===== src/rtl/gcd_pkg.sv =====
package gcd_pkg;
    localparam int NREG  = 17;
    localparam int AW    = 5;
    localparam int DW    = 10;
    localparam int CH_HI = 13;
    localparam int GAP   = 4;

    typedef enum logic [3:0] {
        S_IDLE, S_DEV, S_CMD, S_WHI, S_WLO, S_RD,
        S_ACQ_ONE, S_ACQ_ALL, S_COPY, S_SKIP
    } st_t;

    function automatic logic addr_ok(input logic [AW-1:0] a);
        return (a <= AW'(CH_HI)) || (a == AW'(CH_HI + GAP + 1)) ||
               (a == AW'(CH_HI + GAP + 2)) || (a == AW'(CH_HI + GAP + 3));
    endfunction

    function automatic logic [AW-1:0] a2i(input logic [AW-1:0] a);
        return (a <= AW'(CH_HI)) ? a : a - AW'(GAP);
    endfunction

    function automatic logic [AW-1:0] i2a(input logic [AW-1:0] i);
        return (i <= AW'(CH_HI)) ? i : i + AW'(GAP);
    endfunction
endpackage


===== src/rtl/gcd_nvstore.sv =====
module gcd_nvstore
    import gcd_pkg::*;
#(
    parameter int NV_SEED = 5,
    parameter int NV_STEP = 37,
    parameter int NV_WD   = 0
) (
    input  logic [AW-1:0] idx,
    output logic [DW-1:0] val
);
    logic [31:0] prod;

    always_comb begin
        prod = 32'(idx) * 32'(NV_STEP) + 32'(NV_SEED);
        if (idx == AW'(NREG - 1)) val = DW'(NV_WD);
        else                      val = prod[DW-1:0];
    end
endmodule


===== src/rtl/gcd_regfile.sv =====
module gcd_regfile
    import gcd_pkg::*;
(
    input  logic          clk,
    input  logic          rst_n,
    input  logic          we,
    input  logic [AW-1:0] widx,
    input  logic [DW-1:0] wdata,
    input  logic [AW-1:0] ridx,
    output logic [DW-1:0] rdata,
    output logic          wd_flag
);
    localparam logic [AW-1:0] LAST = AW'(NREG - 1);

    logic [DW-1:0] mem [NREG];

    for (genvar g = 0; g < NREG; g++) begin : g_ent
        if (g == NREG - 1) begin : g_flag
            always_ff @(posedge clk or negedge rst_n) begin
                if (!rst_n)                        mem[g] <= '0;
                else if (we && widx == AW'(g))     mem[g] <= {{(DW-1){1'b0}}, wdata[0]};
            end
        end else begin : g_val
            always_ff @(posedge clk or negedge rst_n) begin
                if (!rst_n)                        mem[g] <= '0;
                else if (we && widx == AW'(g))     mem[g] <= wdata;
            end
        end
    end

    assign rdata   = (ridx <= LAST) ? mem[ridx] : '0;
    assign wd_flag = mem[NREG-1][0];

    AST_WRITE_LANDS: assert property (@(posedge clk) disable iff (!rst_n)
        (we && widx < LAST) |=> (ridx != $past(widx)) || (rdata == $past(wdata)));
endmodule


===== src/rtl/gcd_fsm.sv =====
module gcd_fsm
    import gcd_pkg::*;
#(
    parameter logic [6:0] DEV_ADDR = 7'h4C
) (
    input  logic          clk,
    input  logic          rst_n,
    input  logic          ev_start,
    input  logic          ev_stop,
    input  logic          ev_byte,
    input  logic          ev_dir,
    input  logic [7:0]    ev_data,
    input  logic          wd_flag,
    input  logic [DW-1:0] nv_val,
    input  logic [DW-1:0] rd_val,
    output logic [AW-1:0] nv_idx,
    output logic [AW-1:0] rd_idx,
    output logic          rsp_vld,
    output logic          rsp_ack,
    output logic [7:0]    rsp_data,
    output logic          reg_we,
    output logic [AW-1:0] reg_addr,
    output logic [DW-1:0] reg_wdata
);
    localparam logic [AW-1:0] LAST = AW'(NREG - 1);

    st_t           state, n_state;
    logic [AW-1:0] ptr, n_ptr, cnt, n_cnt;
    logic          pend, n_pend, rph, n_rph, bus_wr, n_bus;
    logic [7:0]    hi, n_hi, n_rd;
    logic          n_rv, n_ack, n_we;
    logic [AW-1:0] n_addr;
    logic [DW-1:0] n_wdata;

    assign nv_idx = (state == S_COPY) ? cnt : ptr;
    assign rd_idx = ptr;

    always_comb begin
        n_state = state;  n_ptr = ptr;   n_pend = pend;  n_cnt = cnt;
        n_hi    = hi;     n_rph = rph;   n_rv = 1'b0;    n_ack = 1'b0;
        n_rd    = 8'h00;  n_we  = 1'b0;  n_bus = 1'b0;
        n_addr  = reg_addr; n_wdata = reg_wdata;
        if (state == S_COPY) begin
            n_we    = 1'b1;
            n_addr  = i2a(cnt);
            n_wdata = nv_val;
            n_cnt   = cnt + 1'b1;
            n_rv    = ev_byte;
            if (cnt == LAST) n_state = S_IDLE;
        end else if (ev_start) begin
            n_state = S_DEV;
        end else if (ev_stop) begin
            n_state = S_IDLE;
            if (state == S_ACQ_ALL) begin
                n_state = S_COPY;
                n_cnt   = '0;
            end else if (state == S_ACQ_ONE) begin
                n_we    = 1'b1;
                n_addr  = i2a(ptr);
                n_wdata = nv_val;
            end
        end else if (ev_byte) begin
            n_rv    = 1'b1;
            n_state = S_SKIP;
            unique case (state)
                S_DEV: begin
                    if (!ev_dir && ev_data[7:1] == DEV_ADDR) begin
                        n_ack   = 1'b1;
                        n_rph   = 1'b0;
                        n_state = ev_data[0] ? S_RD : S_CMD;
                    end
                end
                S_CMD: begin
                    if (!ev_dir && addr_ok(ev_data[4:0])) begin
                        if (ev_data[7:5] == 3'b000) begin
                            n_ack = 1'b1; n_ptr = a2i(ev_data[4:0]);
                            n_pend = 1'b0; n_state = S_WHI;
                        end else if (ev_data[7:5] == 3'b100) begin
                            n_ack = 1'b1; n_state = S_ACQ_ALL;
                        end else if (ev_data[7:5] == 3'b010) begin
                            n_ack = 1'b1; n_ptr = a2i(ev_data[4:0]);
                            n_pend = 1'b0; n_state = S_ACQ_ONE;
                        end
                    end
                end
                S_WHI: begin
                    if (!ev_dir && !pend) begin
                        n_ack = 1'b1; n_hi = ev_data; n_state = S_WLO;
                    end
                end
                S_WLO: begin
                    if (!ev_dir) begin
                        n_ack   = 1'b1;
                        n_state = S_WHI;
                        if (hi[7:6] != 2'b01 && (!wd_flag || ptr == LAST)) begin
                            n_we    = 1'b1;
                            n_bus   = 1'b1;
                            n_addr  = i2a(ptr);
                            n_wdata = {hi[1:0], ev_data};
                        end
                        if (ptr == LAST) n_pend = 1'b1;
                        else             n_ptr  = ptr + 1'b1;
                    end
                end
                S_RD: begin
                    if (ev_dir) begin
                        n_ack   = 1'b1;
                        n_state = S_RD;
                        n_rph   = !rph;
                        if (!pend) begin
                            n_rd = rph ? rd_val[7:0] : {6'b0, rd_val[DW-1:8]};
                            if (rph) begin
                                if (ptr == LAST) n_pend = 1'b1;
                                else             n_ptr  = ptr + 1'b1;
                            end
                        end
                    end
                end
                default: n_state = S_SKIP;
            endcase
        end
    end

    always_ff @(posedge clk or negedge rst_n) begin
        if (!rst_n) begin
            state <= S_IDLE; ptr <= '0; cnt <= '0; pend <= 1'b0; rph <= 1'b0;
            hi <= '0; rsp_vld <= 1'b0; rsp_ack <= 1'b0; rsp_data <= '0;
            reg_we <= 1'b0; reg_addr <= '0; reg_wdata <= '0; bus_wr <= 1'b0;
        end else begin
            state <= n_state; ptr <= n_ptr; cnt <= n_cnt; pend <= n_pend;
            rph <= n_rph; hi <= n_hi; rsp_vld <= n_rv; rsp_ack <= n_ack;
            rsp_data <= n_rd; reg_we <= n_we; reg_addr <= n_addr;
            reg_wdata <= n_wdata; bus_wr <= n_bus;
        end
    end

    AST_RSP_AFTER_BYTE: assert property (@(posedge clk) disable iff (!rst_n)
        rsp_vld |-> $past(ev_byte));
    AST_BUS_WE_AFTER_DATA: assert property (@(posedge clk) disable iff (!rst_n)
        (reg_we && bus_wr) |-> $past(ev_byte && !ev_dir));
    AST_WD_BLOCKS_WRITE: assert property (@(posedge clk) disable iff (!rst_n)
        (reg_we && bus_wr && reg_addr != i2a(LAST)) |-> !$past(wd_flag));
    AST_WE_ADDR_VALID: assert property (@(posedge clk) disable iff (!rst_n)
        reg_we |-> addr_ok(reg_addr));
    AST_COPY_BOUND: assert property (@(posedge clk) disable iff (!rst_n)
        (state == S_COPY) |-> (cnt <= LAST));
endmodule


===== src/rtl/gamma_cmd_decoder.sv =====
module gamma_cmd_decoder
    import gcd_pkg::*;
#(
    parameter logic [6:0] DEV_ADDR = 7'h4C,
    parameter int         NV_SEED  = 5,
    parameter int         NV_STEP  = 37,
    parameter int         NV_WD    = 0
) (
    input  logic       clk,
    input  logic       rst_n,
    input  logic       ev_start,
    input  logic       ev_stop,
    input  logic       ev_byte,
    input  logic       ev_dir,
    input  logic [7:0] ev_data,
    output logic       rsp_vld,
    output logic       rsp_ack,
    output logic [7:0] rsp_data,
    output logic       reg_we,
    output logic [4:0] reg_addr,
    output logic [9:0] reg_wdata,
    output logic       wd_flag
);
    logic [AW-1:0] nv_idx, rd_idx;
    logic [DW-1:0] nv_val, rd_val;

    gcd_nvstore #(.NV_SEED(NV_SEED), .NV_STEP(NV_STEP), .NV_WD(NV_WD)) u_nv (
        .idx(nv_idx), .val(nv_val)
    );

    gcd_regfile u_rf (
        .clk(clk), .rst_n(rst_n), .we(reg_we), .widx(a2i(reg_addr)),
        .wdata(reg_wdata), .ridx(rd_idx), .rdata(rd_val), .wd_flag(wd_flag)
    );

    gcd_fsm #(.DEV_ADDR(DEV_ADDR)) u_fsm (
        .clk(clk), .rst_n(rst_n), .ev_start(ev_start), .ev_stop(ev_stop),
        .ev_byte(ev_byte), .ev_dir(ev_dir), .ev_data(ev_data),
        .wd_flag(wd_flag), .nv_val(nv_val), .rd_val(rd_val),
        .nv_idx(nv_idx), .rd_idx(rd_idx), .rsp_vld(rsp_vld),
        .rsp_ack(rsp_ack), .rsp_data(rsp_data), .reg_we(reg_we),
        .reg_addr(reg_addr), .reg_wdata(reg_wdata)
    );
endmodule


===== config.mk =====
export PLATFORM = sky130hd
export DESIGN_NAME = gamma_cmd_decoder
export DESIGN_NICKNAME = d
export VERILOG_FILES = /design/src/rtl/gcd_pkg.sv /design/src/rtl/gcd_nvstore.sv /design/src/rtl/gcd_regfile.sv /design/src/rtl/gcd_fsm.sv /design/src/rtl/gamma_cmd_decoder.sv
export SDC_FILE = /design/constraint.sdc
export NUM_CORES = 1
export LEC_CHECK = 0
export ABC_CLOCK_PERIOD_IN_PS = 6800
export CORE_ASPECT_RATIO = 0.5
export CORE_UTILIZATION = 55
export DETAILED_ROUTE_END_ITERATION = 10
export PLACE_DENSITY_LB_ADDON = 0.15
export SKIP_LAST_GASP = 1
export SYNTH_ARGS = -nofsm -noshare
export SYNTH_HDL_FRONTEND = slang
export SYNTH_HIERARCHICAL = 1
export SYNTH_SLANG_ARGS = --single-unit

===== constraint.sdc =====
create_clock -name clk -period 6.8 [get_ports clk]
set_input_delay 0.68 -clock clk [delete_from_list [all_inputs] [get_ports clk]]
set_output_delay 0.68 -clock clk [all_outputs]
set_load 0.05 [all_outputs]

==> Word level (Yosys, flattened, before mapping) <==
Cells that the tools add are included.
{ "totals": {"ff_bits": 211, "input_bits": 14} }
{ "op_classes": {"n_eq_ne": 48, "n_bitwise": 4, "muxes": 106, "n_lt_le_gt_ge": 6, "reduce_logical": 46, "add_sub_neg": 7, "multipliers": 1} }
{ "op_table": {"columns": ["operator", "n"], "rows": [
  ["two-way mux 5 bit", 27],
  ["two-way mux 10 bit", 13],
  ["two-way mux 8 bit", 8],
  ["two-way mux 4 bit", 14],
  ["binary-select mux 10 bit (select 5 bit)", 1],
  ["== test 5 x 4 -> 1 bit (second input constant)", 8],
  ["two-way mux 1 bit", 37],
  ["== test 5 bit (second input constant)", 7],
  ["logical AND 1 bit", 21],
  ["== test 5 x 3 -> 1 bit (second input constant)", 4],
  ["less-or-equal comparator 5 x 4 -> 1 bit (second input constant)", 4],
  ["case mux 4 bit (5 select lines)", 1],
  ["== test 4 x 3 -> 1 bit (second input constant)", 4],
  ["case mux 5 bit (3 select lines)", 1],
  ["AND reduction 7 bit", 2],
  ["!= test 2 x 1 -> 1 bit (second input constant)", 6],
  ["AND reduction 12 bit", 1],
  ["nonzero test 3 bit", 4],
  ["AND reduction 11 bit", 1],
  ["adder 10 x 3 -> 10 bit (second input constant)", 1],
  ["adder 5 x 1 -> 5 bit (second input constant)", 2],
  ["adder 5 x 3 -> 5 bit (second input constant)", 2],
  ["== test 5 x 2 -> 1 bit (second input constant)", 2],
  ["multiplier 5 x 6 -> 10 bit (second input constant)", 1],
  ["other kinds (28)", 46]
]} }

==> Depth between registers and ports, before layout <==
{ "depth": {"word_depth": 13, "mapped_depth": 17} }

==> Modules after synthesis <==
Netlist, hierarchy kept.
{ "modules_own_cells": {"columns": ["module", "cells_each", "instances", "area_each_um2", "seq_area_each_um2"], "rows": [
  ["gcd_regfile", 453, 1, 7428.4, 4028.9],
  ["gcd_fsm", 306, 1, 3119.2, 1151.1],
  ["gcd_nvstore", 64, 1, 523.0, 0.0],
  ["gamma_cmd_decoder", 14, 1, 98.8, 0.0]
]} }

==> Worst setup path after synthesis <==
Ideal clock, no wire load.
{ "synth_timing": {"kind": "register to register", "startpoint": "register u_fsm.state[0]", "endpoint": "register u_fsm.reg_wdata[8]", "setup_slack_ps": 2826, "path_buffers": 3, "path_stages_with_launch": 16, "arrival_time_ps": 3850, "t_required_ps": 6675, "synth_period_minus_slack_ps": 3974, "path_cell_list": "dfrtp_1 > buf_2 > nor4b_2 > clkbuf_8 > clkbuf_1 > o21ai_0 > ha_1 > inv_1 > fa_1 > inv_1 > ha_1 > a21o_1 > a41oi_1 > mux2i_1 > mux2_2 > mux2_2"} }
{ "synth_between": {"elab_chain_len": 10, "word_cells_on_any_way": 22, "classes_between": "add/sub (1); mul (1); eq/ne (9); mux (7); reduce/logical (4)"} }
{ "synth_rtl": {"columns": ["item", "line_no", "text"], "rows": [
  ["start: declaration", "gcd_fsm.sv:27", "st_t state, n_state;"],
  ["start signal: assignment", "gcd_fsm.sv:130", "state <= n_state; ptr <= n_ptr; cnt <= n_cnt; pend <= n_pend;"],
  ["== test 4 bit (*)", "gcd_fsm.sv:35", "assign nv_idx = (state == S_COPY) ? cnt : ptr;"],
  ["two-way mux 5 bit (*)", "gcd_fsm.sv:35", null],
  ["via nv_idx[3]", "gamma_cmd_decoder.sv:24", "logic [AW-1:0] nv_idx, rd_idx;"],
  ["multiplier 5 x 6 -> 10 bit", "gcd_nvstore.sv:14", "prod = 32'(idx) * 32'(NV_STEP) + 32'(NV_SEED);"],
  ["adder 10 x 3 -> 10 bit", "gcd_nvstore.sv:14", null],
  ["two-way mux 10 bit (*)", "gcd_nvstore.sv:15", "if (idx == AW'(NREG - 1)) val = DW'(NV_WD);"],
  ["via nv_val[8]", "gamma_cmd_decoder.sv:25", "logic [DW-1:0] nv_val, rd_val;"],
  ["two-way mux 10 bit", "gcd_fsm.sv:57", "end else if (state == S_ACQ_ONE) begin"],
  ["two-way mux 10 bit", "gcd_fsm.sv:54", "if (state == S_ACQ_ALL) begin"],
  ["two-way mux 10 bit", "gcd_fsm.sv:52", "end else if (ev_stop) begin"],
  ["two-way mux 10 bit", "gcd_fsm.sv:50", "end else if (ev_start) begin"],
  ["two-way mux 10 bit (*)", "gcd_fsm.sv:43", "if (state == S_COPY) begin"],
  ["end signal: assignment", "gcd_fsm.sv:133", "reg_wdata <= n_wdata; bus_wr <= n_bus;"],
  ["end: declaration", "gcd_fsm.sv:23", "output logic [DW-1:0] reg_wdata"]
]} }
Mark *: on every way through the listed nets, which the timed path passes. The rest lies on a longest branch. The select of a mux whose other input is x is not followed.
A chain may end at the register's enable or synchronous reset.

==> Worst setup path after layout <==
{ "layout_timing": {"startpoint": "register u_fsm.state[1]", "endpoint": "register u_fsm.reg_wdata[9]"} }
The elaborated chain is that of the path after synthesis.

==> reports/qor.yml <==
outcome:
  status: "finished clean"
power:
  power.density_nw_per_um2: 303
  irDropWorstVdd_v: 0.000134
  p_leak_uw: 0.00574
setup_path:
  reg2reg_from: "u_fsm/state[1]"
  startpoint_type: "flip-flop"
  rrSetupSlack_ps: 2420
  critical_path.endpoint_type: "flip-flop"
  rr_worst_depth: 13
  crit_start: "u_fsm/state[1]"
  arrival_ps: 4750
  r2r-end: "u_fsm/reg_wdata[9]"
  crit_path_end: "u_fsm/reg_wdata[9]"
  crit_fanout: 20
  required_ps: 7170
  critPathKind: "flip-flop to flip-flop"
synth:
  synth_top_family_by_area: "multiplexers"
  seq_area_frac_synth_pct: 46.4
  yosysUniqueCellTypes: 85
  synth_cells: 837
  synth-edff-count: 0
  syn_nets: 884
  synth_area_leader_cell: "dfrtp_1"
  async_reset_ff_share_pct: 100
  synth_top_area_share_pct: 46.4
  synthAdderAreaFrac_pct: 3.83
  ys_ff_latch: 207
  syn-cell-area_um2: 11200
  synth_area_leaders: "dfrtp_1, mux2_2, mux4_2"
  yosys.area_share.simple_pct: 8.57
  ys_warn_count: 6
  ys.flop_type: "dfrtp_1"
  syn-mean-instance-area_um2: 13.3
  synth_compound_area_share_pct: 7.08
  synth.area.mux_share_pct: 29.6
  synth_xor_area_share_pct: 0.314
routing:
  met1_length_um: 12000
  dr.pass1.iters: 5
  wl_met3_um: 1410
  wl_per_cell_um: 22.3
  routed.top_layer: "met4"
  drt_iter0_drc: 504
  route.vias.total: 7155
  avgViaCountPerCell: 6.25
  ant_nets: 0
  met2_length_um: 11700
  drcViolationCount: 0
  drt_wl_total_um: 25500
global_route:
  overflow: 0
  grt_max_degree: 136
  antenna_found_initial: 0
  grt_pass1_wl_um: 40600
  grt_pass1_vias: 7159
  grt_util_all_layers_pct: 25.3
timing:
  slew_viol_final: 0
  relSlewSlack_pct: 27.5
  clock-skew-final_ps: 25.2
  finalSetupViolations: 0
  setup_tns_ps: 0
  period_share_pct: 64.4
  whs_ps: 321
  worst_slew_pin_slew_ps: 1090
  clock.fmax_ghz: 0.228
  rsz0062_at_grt: "no"
  finalHoldViolations: 0
  layout_min_cycle_time_ps: 4380
final_layout:
  drive_above_1_share_pct: 35.9
  seqCellArea_um2: 5180
  multi_input_area_um2: 5520
  nFillCells: 1520
  n_antenna_cell: 0
  nets: 912
  synthToLayoutAreaGrowth_pct: 10.3
cts:
  cts_made_buffers: 20
  clockBufferDepth: 3
  cts_hold_buf: 0
  cts_setup_buffers: 0
  clk_latency_ps: 510
  clk_pin_slew_ps: 70
  cts_tree: "built"
  post_cts_resize_count: 0
  clock_sinks: 207
  h-tree-depth: 1
  cts_root_buffer: "clkbuf_16"
die:
  io_pins: 41
  initial_utilization_pct: 56.7
  coreArea_um2: 19700
  die_w_um: 204
  die-area_um2: 20900
  fp-row-count: 36
  die_height_um: 103
flow_run:
  maxCapViolations: 0
placement:
  place_hpwl_um: 16300
  port_buffers: 40
  gp_congestion: 0.855
worst_hold_path:
  hp-class: "input port to asynchronous set/reset pin"
-- worst min path at each step --
stage / cells past startpoint / end / from
finish: 1 / u_rf/mem[77] / rst_n
global route: 1 / u_rf/mem[77] / rst_n
CTS: 1 / u_rf/mem[67] / rst_n
detailed placement: 1 / u_rf/mem[143] / u_rf/mem[143]
global placement: 1 / u_rf/mem[148] / u_rf/mem[148]
floorplan: 0 / u_fsm/cnt[0] / rst_n
-- registers in the layout, indices dropped and copies added, names as in the netlist --
register and count:
u_fsm/rph 1, u_fsm/rsp_vld 1, u_fsm/state 4, u_fsm/hi 4, u_fsm/pend 1, u_fsm/cnt 5
u_fsm/reg_addr 5, u_rf/mem 160, u_rf/wd_flag 1, u_fsm/rsp_ack 1, u_fsm/reg_wdata 10, u_fsm/reg_we 1
u_fsm/rd_idx 5, u_fsm/rsp_data 8
-- cells by family (layout without fill, tap and decap cells) --
family,after synthesis,count (layout)
compound gates,111,111
xor+xnor,4,4
mux,257,257
buf+inv,82,123
fa+ha+maj,33,33
flops,207,207
simple gates,143,143
-- cells in the mapped netlist (all sizes together), types with 5 or more instances --
cell type	instances
o21ai	22
dfrtp	207
a22o	6
nand2	31
buf	29
or4b	5
nor2	23
nor3	7
mux2	190
a31oi	8
nor2b	5
clkbuf	18
nand3	11
ha	31
and2	9
o22ai	11
nand2b	10
inv	35
a21oi	19
mux4	40
mux2i	27
nand4	5
-- area by class of cell --
type	count	area share, %
clock inverters	6	0.366
inverters	35	1.07
well taps	266	2.70
repair buffers	53	4.07
multi-input cells	548	44.8
flip-flops and latches	207	42.1
clock buffers	29	4.91
-- power by group --
part | switching (µW) | internal, µW | leakage [µW]
sequential | 182 | 1380 | 0.00282
combinational | 614 | 465 | 0.00259
clock | 475 | 620 | 0.000326
total | 1270 | 2460 | 0.00574
-- layer usage --
metal | track usage (%) | vias up
li1 | - | 3170
met1 | 37.1 | 3754
met5 | 0 | -
met2 | 40.5 | 196
met3 | 3.92 | 35
met4 | 4.68 | 0
-- stage by stage --
step	setup slack, ps	power, µW	instance area (µm²)	util, %	cells
after floorplan	2830	2280	11200	-	837
after global placement	2580	2620	11700	59.3	1109
after detailed placement	2490	2650	11700	59.3	1109
after CTS	2480	3760	12300	62.6	1144
after global routing	2120	3920	12300	62.6	1144
final	2420	3740	12300	62.6	1144
-- worst max-delay path, cell delays in order, from the launching register on --
cell	delay, ps
dfrtp_1	620
nor4b_2	780
buf_4	300
nand2_1	60
o21ai_0	260
inv_1	190
fa_1	560
inv_1	40
ha_1	360
a21oi_1	280
a211o_1	170
o211ai_1	90
mux2_2	270
mux2_2	260
-- layout by cell type (no fill, tap or decap), drive strengths merged, types with 23 or more instances in the layout --
cell and instances:
dfrtp 207, nand2 31, clkbuf 30, mux2i 27, inv 35, ha 31
clkdlybuf4s50 39, mux4 40, nor2 23, mux2 190
Note: power is estimated with default switching activity, not from simulation.
